--- src/rtl/hs_pkg.sv ---
package hs_pkg;
  // Programming word fields (bit 4 convention, 3:2 delay, 1:0 burst).
  typedef struct packed {
    logic       ack_mode;
    logic [1:0] dly;
    logic [1:0] bst;
  } hs_cfg_t;

  localparam logic [1:0] CODE_0 = 2'b00;
  localparam logic [1:0] CODE_1 = 2'b01;
  localparam logic [1:0] CODE_2 = 2'b10;
  localparam logic [1:0] CODE_3 = 2'b11;
endpackage

--- src/rtl/hs_edge_sampler.sv ---
module hs_edge_sampler #(
  parameter int W = 1
) (
  input  logic         clk,
  input  logic         rst,
  input  logic [W-1:0] d,
  output logic [W-1:0] q_rise,
  output logic [W-1:0] q_fall,
  output logic [W-1:0] q_rise_fall
);
  // Rising-edge sample of d.
  always_ff @(posedge clk) begin
    if (rst) q_rise <= '0;
    else     q_rise <= d;
  end

  // Falling-edge samples: d itself and the rising-edge copy.
  always_ff @(negedge clk) begin
    if (rst) begin
      q_fall      <= '0;
      q_rise_fall <= '0;
    end else begin
      q_fall      <= d;
      q_rise_fall <= q_rise;
    end
  end
endmodule

--- src/rtl/hs_first_gate.sv ---
module hs_first_gate
  import hs_pkg::*;
(
  input  logic    clk,
  input  logic    rst,
  input  hs_cfg_t cfg,
  input  logic    ras,
  input  logic    ras_r,
  input  logic    ras_f,
  input  logic    ras_rf,
  input  logic    delayed,
  output logic    first_rdy
);
  always_comb begin
    if (cfg.ack_mode) begin
      unique case (cfg.dly)
        CODE_0:  first_rdy = ras;
        CODE_1:  first_rdy = ras_r;
        CODE_2:  first_rdy = ras_f;
        default: first_rdy = ras_rf;
      endcase
    end else begin
      unique case (cfg.dly)
        CODE_0:  first_rdy = !delayed || ras;
        CODE_1:  first_rdy = ras_f;
        CODE_2:  first_rdy = !delayed || ras_f;
        default: first_rdy = ras_r;
      endcase
    end
  end

  // acknowledge, code 01 -> ready once a rising edge has seen the strobe.
  a_r4_ack_rise: assert property (@(posedge clk) disable iff (rst)
    (cfg.ack_mode && cfg.dly == CODE_1 && $past(ras) && $stable(cfg)) |-> first_rdy);
endmodule

--- src/rtl/hs_burst_gate.sv ---
module hs_burst_gate
  import hs_pkg::*;
(
  input  logic       clk,
  input  logic       rst,
  input  logic [1:0] bst,
  input  logic       cas_any,
  input  logic       cas_r,
  input  logic       cas_f,
  output logic       burst_rdy
);
  always_comb begin
    unique case (bst)
      CODE_0:  burst_rdy = 1'b1;
      CODE_1:  burst_rdy = cas_any && cas_r;
      CODE_2:  burst_rdy = cas_any && cas_f;
      default: burst_rdy = cas_any;
    endcase
  end

  // a gap seen by the last rising edge keeps the beat not ready.
  a_r9_gap_holds: assert property (@(posedge clk) disable iff (rst)
    (bst == CODE_1 && $stable(bst) && !$past(cas_any)) |-> !burst_rdy);
endmodule

--- src/rtl/hs_wait_gen.sv ---
module hs_wait_gen
  import hs_pkg::*;
#(
  parameter int CAS_W = 4
) (
  input  logic             clk,
  input  logic             rst,
  input  logic             acc_req,
  input  logic             ras_act,
  input  logic             acc_delayed,
  input  logic [CAS_W-1:0] cas_en,
  input  logic [4:0]       cfg_word,
  output logic             hs_n
);
  localparam int SMP_W = 2; // row strobe + column-enable summary

  hs_cfg_t          cfg;
  logic             cas_any;
  logic [SMP_W-1:0] smp_d, smp_r, smp_f, smp_rf;
  logic             first_rdy, burst_rdy, ready, in_burst;

  assign cfg     = hs_cfg_t'(cfg_word);
  assign cas_any = |cas_en;
  assign smp_d   = {cas_any, ras_act};

  hs_edge_sampler #(.W(SMP_W)) u_smp (
    .clk(clk), .rst(rst), .d(smp_d),
    .q_rise(smp_r), .q_fall(smp_f), .q_rise_fall(smp_rf)
  );

  hs_first_gate u_first (
    .clk(clk), .rst(rst), .cfg(cfg), .ras(ras_act),
    .ras_r(smp_r[0]), .ras_f(smp_f[0]), .ras_rf(smp_rf[0]),
    .delayed(acc_delayed), .first_rdy(first_rdy)
  );

  hs_burst_gate u_burst (
    .clk(clk), .rst(rst), .bst(cfg.bst), .cas_any(cas_any),
    .cas_r(smp_r[1]), .cas_f(smp_f[1]), .burst_rdy(burst_rdy)
  );

  // Phase register: first-access timing until ready is reached, then burst timing.
  always_ff @(posedge clk) begin
    if (rst) in_burst <= 1'b0;
    else     in_burst <= acc_req && (in_burst || first_rdy);
  end

  assign ready = acc_req && (in_burst ? burst_rdy : first_rdy);
  assign hs_n  = cfg.ack_mode ? !ready : ready;

  // idle request shows the not-ready level.
  a_r2_idle_level: assert property (@(posedge clk) disable iff (rst)
    !acc_req |-> (hs_n == cfg_word[4]));
  // dropping the request ends the burst phase.
  a_r7_phase_clear: assert property (@(posedge clk) disable iff (rst)
    !acc_req |=> !in_burst);
  // burst code 00 never withdraws ready.
  a_r8_burst_free: assert property (@(posedge clk) disable iff (rst)
    (acc_req && in_burst && cfg_word[1:0] == 2'b00) |-> (hs_n != cfg_word[4]));
endmodule

--- config.mk ---
export PLATFORM = sky130hd
export DESIGN_NAME = hs_wait_gen
export DESIGN_NICKNAME = d
export VERILOG_FILES = /design/src/rtl/hs_pkg.sv /design/src/rtl/hs_edge_sampler.sv /design/src/rtl/hs_first_gate.sv /design/src/rtl/hs_burst_gate.sv /design/src/rtl/hs_wait_gen.sv
export SDC_FILE = /design/constraint.sdc
export NUM_CORES = 1
export LEC_CHECK = 0
export ABC_AREA = 0
export BUFFER_PORTS_ARGS = -buffer_cell sky130_fd_sc_hd__buf_4
export CAP_MARGIN = 20
export CORE_MARGIN = 2
export CORE_UTILIZATION = 30
export CTS_CLUSTER_DIAMETER = 50
export DETAILED_ROUTE_END_ITERATION = 7
export SYNTH_ARGS = -nofsm -noshare
export SYNTH_HDL_FRONTEND = slang
export SYNTH_SLANG_ARGS = --single-unit
--- constraint.sdc ---
create_clock -name clk -period 3.1 [get_ports clk]
set_input_delay 0.155 -clock clk [delete_from_list [all_inputs] [get_ports clk]]
set_output_delay 0.155 -clock clk [all_outputs]
set_load 0.02 [all_outputs]
# [Word-level counts from Yosys, hierarchy flattened]
# Index checks and enable logic that the tools add are counted.
[classes] n_eq_ne=4 mux=7 reduce_logical=12
[ops] cell="$pmux 1 s3" count=3
[ops] cell="$eq 2x1->1 const B" count=2
[ops] cell="$eq 2x2->1 const B" count=2
[ops] cell="$logic_and 1x1->1" count=4
[ops] cell="$logic_not 2->1" count=2
[ops] cell="$reduce_or 4->1" count=1
[ops] cell="$logic_or 1x1->1" count=3
[ops] cell="$mux 1" count=3
[ops] cell="$logic_not 1->1" count=2
[ops] cell="$mux 2" count=1
[word_totals] output_inout_bits=1 ff_bits=6 wordCells=27 in_bits=14

# [Depth between registers and ports, before layout]
[depth] ltp_word=8 depth_mapped=6 depth_no_buf=6

# [Cells and area by module]
# Synthesis repeated with hierarchy kept, for this count alone.
[hier_totals] hier_cells=34 hier_area_um2=340.3
[by_module_without_submodules] module="hs_edge_sampler" area_each_um2=148.9 cells_each=11 n_inst=1 seq_area_each_um2=120.1
[by_module_without_submodules] module="hs_burst_gate" area_each_um2=73.8 cells_each=9 n_inst=1 seq_area_each_um2=0.0
[by_module_without_submodules] module="hs_wait_gen" area_each_um2=62.6 cells_each=7 n_inst=1 seq_area_each_um2=20.0
[by_module_without_submodules] module="hs_first_gate" area_each_um2=55.1 cells_each=7 n_inst=1 seq_area_each_um2=0.0

==> flow_summary.html <==
<table>
<tr><th>Metric</th><th>Value</th></tr>
<tr><th colspan="2">Outcome</th></tr>
<tr><td>Status</td><td>finished with violations</td></tr>
<tr><td>Violations in the final reports</td><td>setup timing</td></tr>
<tr><th colspan="2">CTS</th></tr>
<tr><td>Quantity of hold-fixing buffers added after cts</td><td>0</td></tr>
<tr><td>H-tree depth reported by CTS</td><td>1</td></tr>
<tr><td>Number of buffers inserted by post-CTS setup repair</td><td>0</td></tr>
<tr><td>Clock root buffer</td><td>clkbuf_4</td></tr>
<tr><td>Clock tree sinks</td><td>6</td></tr>
<tr><td>Clock latency of the later-clocked register in the worst-skew pair</td><td>0.30 ns</td></tr>
<tr><td>CTS tree</td><td>done</td></tr>
<tr><td>Clock Tree Buf Depth</td><td>2</td></tr>
<tr><td>Number of clock buffers inserted by TritonCTS</td><td>3</td></tr>
<tr><td>Reg clk slew, reported paths</td><td>0.05 ns</td></tr>
<tr><th colspan="2">Layout</th></tr>
<tr><td>Layout Nets</td><td>80</td></tr>
<tr><td>Antenna cells</td><td>0</td></tr>
<tr><td>Final design area excluding fillers</td><td>549.3 sq um</td></tr>
<tr><td>Area grow syn2layout</td><td>41.16%</td></tr>
<tr><td>Commonest non-fill, non-tap cells in the layout</td><td>buf_4 (13), inv_1 (7), dfxtp_1 (6)</td></tr>
<tr><td>Ratio of cells with drive above 1 in the final layout</td><td>35.48%</td></tr>
<tr><td>Final cell count without fillers</td><td>76</td></tr>
<tr><td>Most common library cell in the layout ignoring fill and taps</td><td>buf_4</td></tr>
<tr><th colspan="2">Critical path</th></tr>
<tr><td>Total buffers and inverters traversed by the critical path</td><td>1</td></tr>
<tr><td>Top Family by Delay on Critical Path</td><td>simple AND/OR/NAND/NOR gates</td></tr>
<tr><td>CP Class</td><td>reg2out</td></tr>
<tr><td>Kind of launch point of the worst setup path</td><td>register</td></tr>
<tr><td>Crit end category</td><td>output port</td></tr>
<tr><td>Crit path DAT</td><td>3.22 ns</td></tr>
<tr><td>Required time worst endpoint</td><td>2.94 ns</td></tr>
<tr><td>Cells along the critical path</td><td>mux2_4 &gt; or3_4 &gt; a211o_1 &gt; nand3_2 &gt; buf_6</td></tr>
<tr><td>Max FO, Critical Path</td><td>3</td></tr>
<tr><td>Slowest cell on crit path</td><td>or3_4</td></tr>
<tr><td>Slowest stage delay, CP</td><td>0.37 ns</td></tr>
<tr><th colspan="2">GRT</th></tr>
<tr><td>Remaining global-route overflow</td><td>0</td></tr>
<tr><td>Total Routing Usage GR</td><td>12.23%</td></tr>
<tr><td>First-pass GRT wire length</td><td>1221 um</td></tr>
<tr><td>Pin count of the biggest net entering global routing</td><td>9</td></tr>
<tr><td>Number of antenna violations at the first check in global routing</td><td>0</td></tr>
<tr><td>Number of global-route vias before repair</td><td>351</td></tr>
<tr><th colspan="2">Timing</th></tr>
<tr><td>Total negative slack for setup checks</td><td>-0.2788 ns</td></tr>
<tr><td>Headroom to the max-slew limit</td><td>66.14%</td></tr>
<tr><td>Setup repair after global routing missed its margin</td><td>true</td></tr>
<tr><td>Total count of hold-check failures in the final report</td><td>0</td></tr>
<tr><td>Transition at the pin with the smallest max-transition slack</td><td>0.5032 ns</td></tr>
<tr><td>Setup-violating endpoint count in the final report</td><td>1</td></tr>
<tr><td>Final-report max-slew violation count</td><td>0</td></tr>
<tr><td>Clk_skew</td><td>0.05473 ns</td></tr>
<tr><td>Final worst setup slack</td><td>-0.2788 ns</td></tr>
<tr><th colspan="2">Floorplanning</th></tr>
<tr><td>Std-Cell Core Area</td><td>1156 sq um</td></tr>
<tr><td>Die Area</td><td>1601 sq um</td></tr>
<tr><td># IOs</td><td>15</td></tr>
<tr><td>Die height</td><td>40.02 um</td></tr>
<tr><td>Die Span X</td><td>40.02 um</td></tr>
<tr><td>Initial Utilization</td><td>33.66%</td></tr>
<tr><td>Placement Rows</td><td>12</td></tr>
<tr><th colspan="2">Placement</th></tr>
<tr><td>Number of placed instances, taps included</td><td>70</td></tr>
<tr><td>Placer Congestion</td><td>0.6884</td></tr>
<tr><td>Placed cell areas</td><td>506.7 sq um</td></tr>
<tr><td>Final HPWL from detailed placement</td><td>591.4 um</td></tr>
<tr><td>Count of input and output buffers</td><td>14</td></tr>
<tr><th colspan="2">Power</th></tr>
<tr><td>Overall power after layout</td><td>228.3 uW</td></tr>
<tr><td>Highest ir drop seen on vdd</td><td>0.2010 mV</td></tr>
<tr><td>Pwr per Cell Area</td><td>415.7 nW/um^2</td></tr>
<tr><td>Leak pwr</td><td>0.0002731 uW</td></tr>
<tr><th colspan="2">Run</th></tr>
<tr><td>Max Cap Viol</td><td>0</td></tr>
<tr><th colspan="2">Drt</th></tr>
<tr><td>DR DRC count</td><td>0</td></tr>
<tr><td>Number of DRC violations after detailed-routing iteration 0</td><td>2</td></tr>
<tr><td>Detailed-route wire length</td><td>747 um</td></tr>
<tr><td>Drt wl/cell</td><td>9.829 um</td></tr>
<tr><td>Number of optimization iterations in the first detailed-route pass</td><td>4</td></tr>
<tr><td>Via count</td><td>368</td></tr>
<tr><td>Vias per Instance</td><td>4.842</td></tr>
<tr><td>Number of nets with antenna violations after detailed routing</td><td>0</td></tr>
<tr><th colspan="2">Yosys</th></tr>
<tr><td>Gate count after technology mapping</td><td>43</td></tr>
<tr><td>Sequential-to-total area share from yosys stat</td><td>30.87%</td></tr>
<tr><td>Syn nets</td><td>60</td></tr>
<tr><td>Cell variety after synth</td><td>23</td></tr>
<tr><td>Number of warning messages in the yosys log</td><td>0</td></tr>
<tr><td>Largest area contributor in the synthesized netlist</td><td>dfxtp_1</td></tr>
<tr><td>FF+latch count, synth</td><td>6</td></tr>
<tr><td>Area share of the largest cell type after synthesis</td><td>30.87%</td></tr>
<tr><td>Post-synthesis instance area</td><td>389.1 sq um</td></tr>
<tr><td>Mean Syn Cell Area</td><td>9.049 sq um</td></tr>
<tr><td>Leading cell types by total area after synthesis</td><td>dfxtp_1 (31%), ha_1 (9.6%), mux2i_1 (7.7%)</td></tr>
<tr><th colspan="2">Hold path</th></tr>
<tr><td>Tightest Hold Check Type</td><td>in2reg</td></tr>
</table>
-- path summary, 6_finish.rpt --
kind	startpoint	end	slack [ns]	depth (start not counted)
setup reg to reg	u_smp.q_fall[0]	in_burst	0.27	4
hold reg to reg	in_burst	in_burst	0.58	2
hold / removal	rst	in_burst	0.10	2
setup / recovery	u_smp.q_fall[0]	hs_n	-0.28	5
-- layer usage --
layer	track usage [%]	wire (um)	vias to the layer above
met1	12.37	324	168
li1	-	-	192
met4	10.34	0	0
met2	19.35	381	8
met3	5.000	40	0
met5	0	0	-
-- sequential cells by signal (all words and copies together) (netlist names) --
signal / count
u_smp.q_rise_fall: 1
u_smp.q_fall: 2
in_burst: 1
u_smp.q_rise: 2
-- cells in the mapped netlist --
library cell and number:
a2111oi_0 1, a211o_1 2, a211oi_1 1, a21oi_1 2, a2bb2oi_1 1, and2b_2 1
buf_2 1, dfxtp_1 6, ha_1 3, inv_1 5, mux2_2 1, mux2_4 1
mux2i_1 3, nand2_1 2, nand3_1 1, nand3b_1 1, nand4_1 1, nand4bb_1 1
nor2_1 4, nor2b_1 2, nor3b_1 1, nor4_1 1, or3_4 1
-- cell families (layout without fill, tap and decap cells) --
family                     count (synthesis)  in the layout  share of synthesized area [%]
muxes                                      5              5                          14.47
DFF                                        6              6                          30.87
AOI/OAI and AO/OA                          7              7                          13.51
adders and majority gates                  3              3                          9.647
buffers and inverters                      6             25                          6.109
and+or+nand+nor                           16             16                          25.40
-- area by class of cell --
type	instances	area [sq um]
Clock buffer	4	26.28
Clock inverter	3	11.26
Fill cell	122	606.8
Inverter	4	15.01
Multi-Input combinational cell	31	250.2
Sequential cell	6	120.1
Tap cell	14	17.52
Timing Repair Buffer	14	108.9
-- where the power goes --
part,switching [uW],total [uW],internal [uW]
clock,39.4,93.6,54.2
sequential,2.50,84.5,82.0
combinational,20.8,50.2,29.4
-- timing repair --
item	in CTS	in global routing
endpoints found under the setup margin	1	1
pin swaps	1	0
resized for setup	2	0
-- per-stage QoR --
step	hold WS [ns]	worst slack, ns	utilization [%]
2_1_floorplan	0.2311	0.03703	-
3_3_place_gp	0.3622	-0.0001037	43.83
3_5_place_dp	0.3602	-0.02237	43.83
4_1_cts	0.09670	-0.2926	47.51
5_1_grt	0.09968	-0.3482	47.51
6_report	0.1023	-0.2788	47.51
Note: power is estimated with default switching activity, not from simulation.
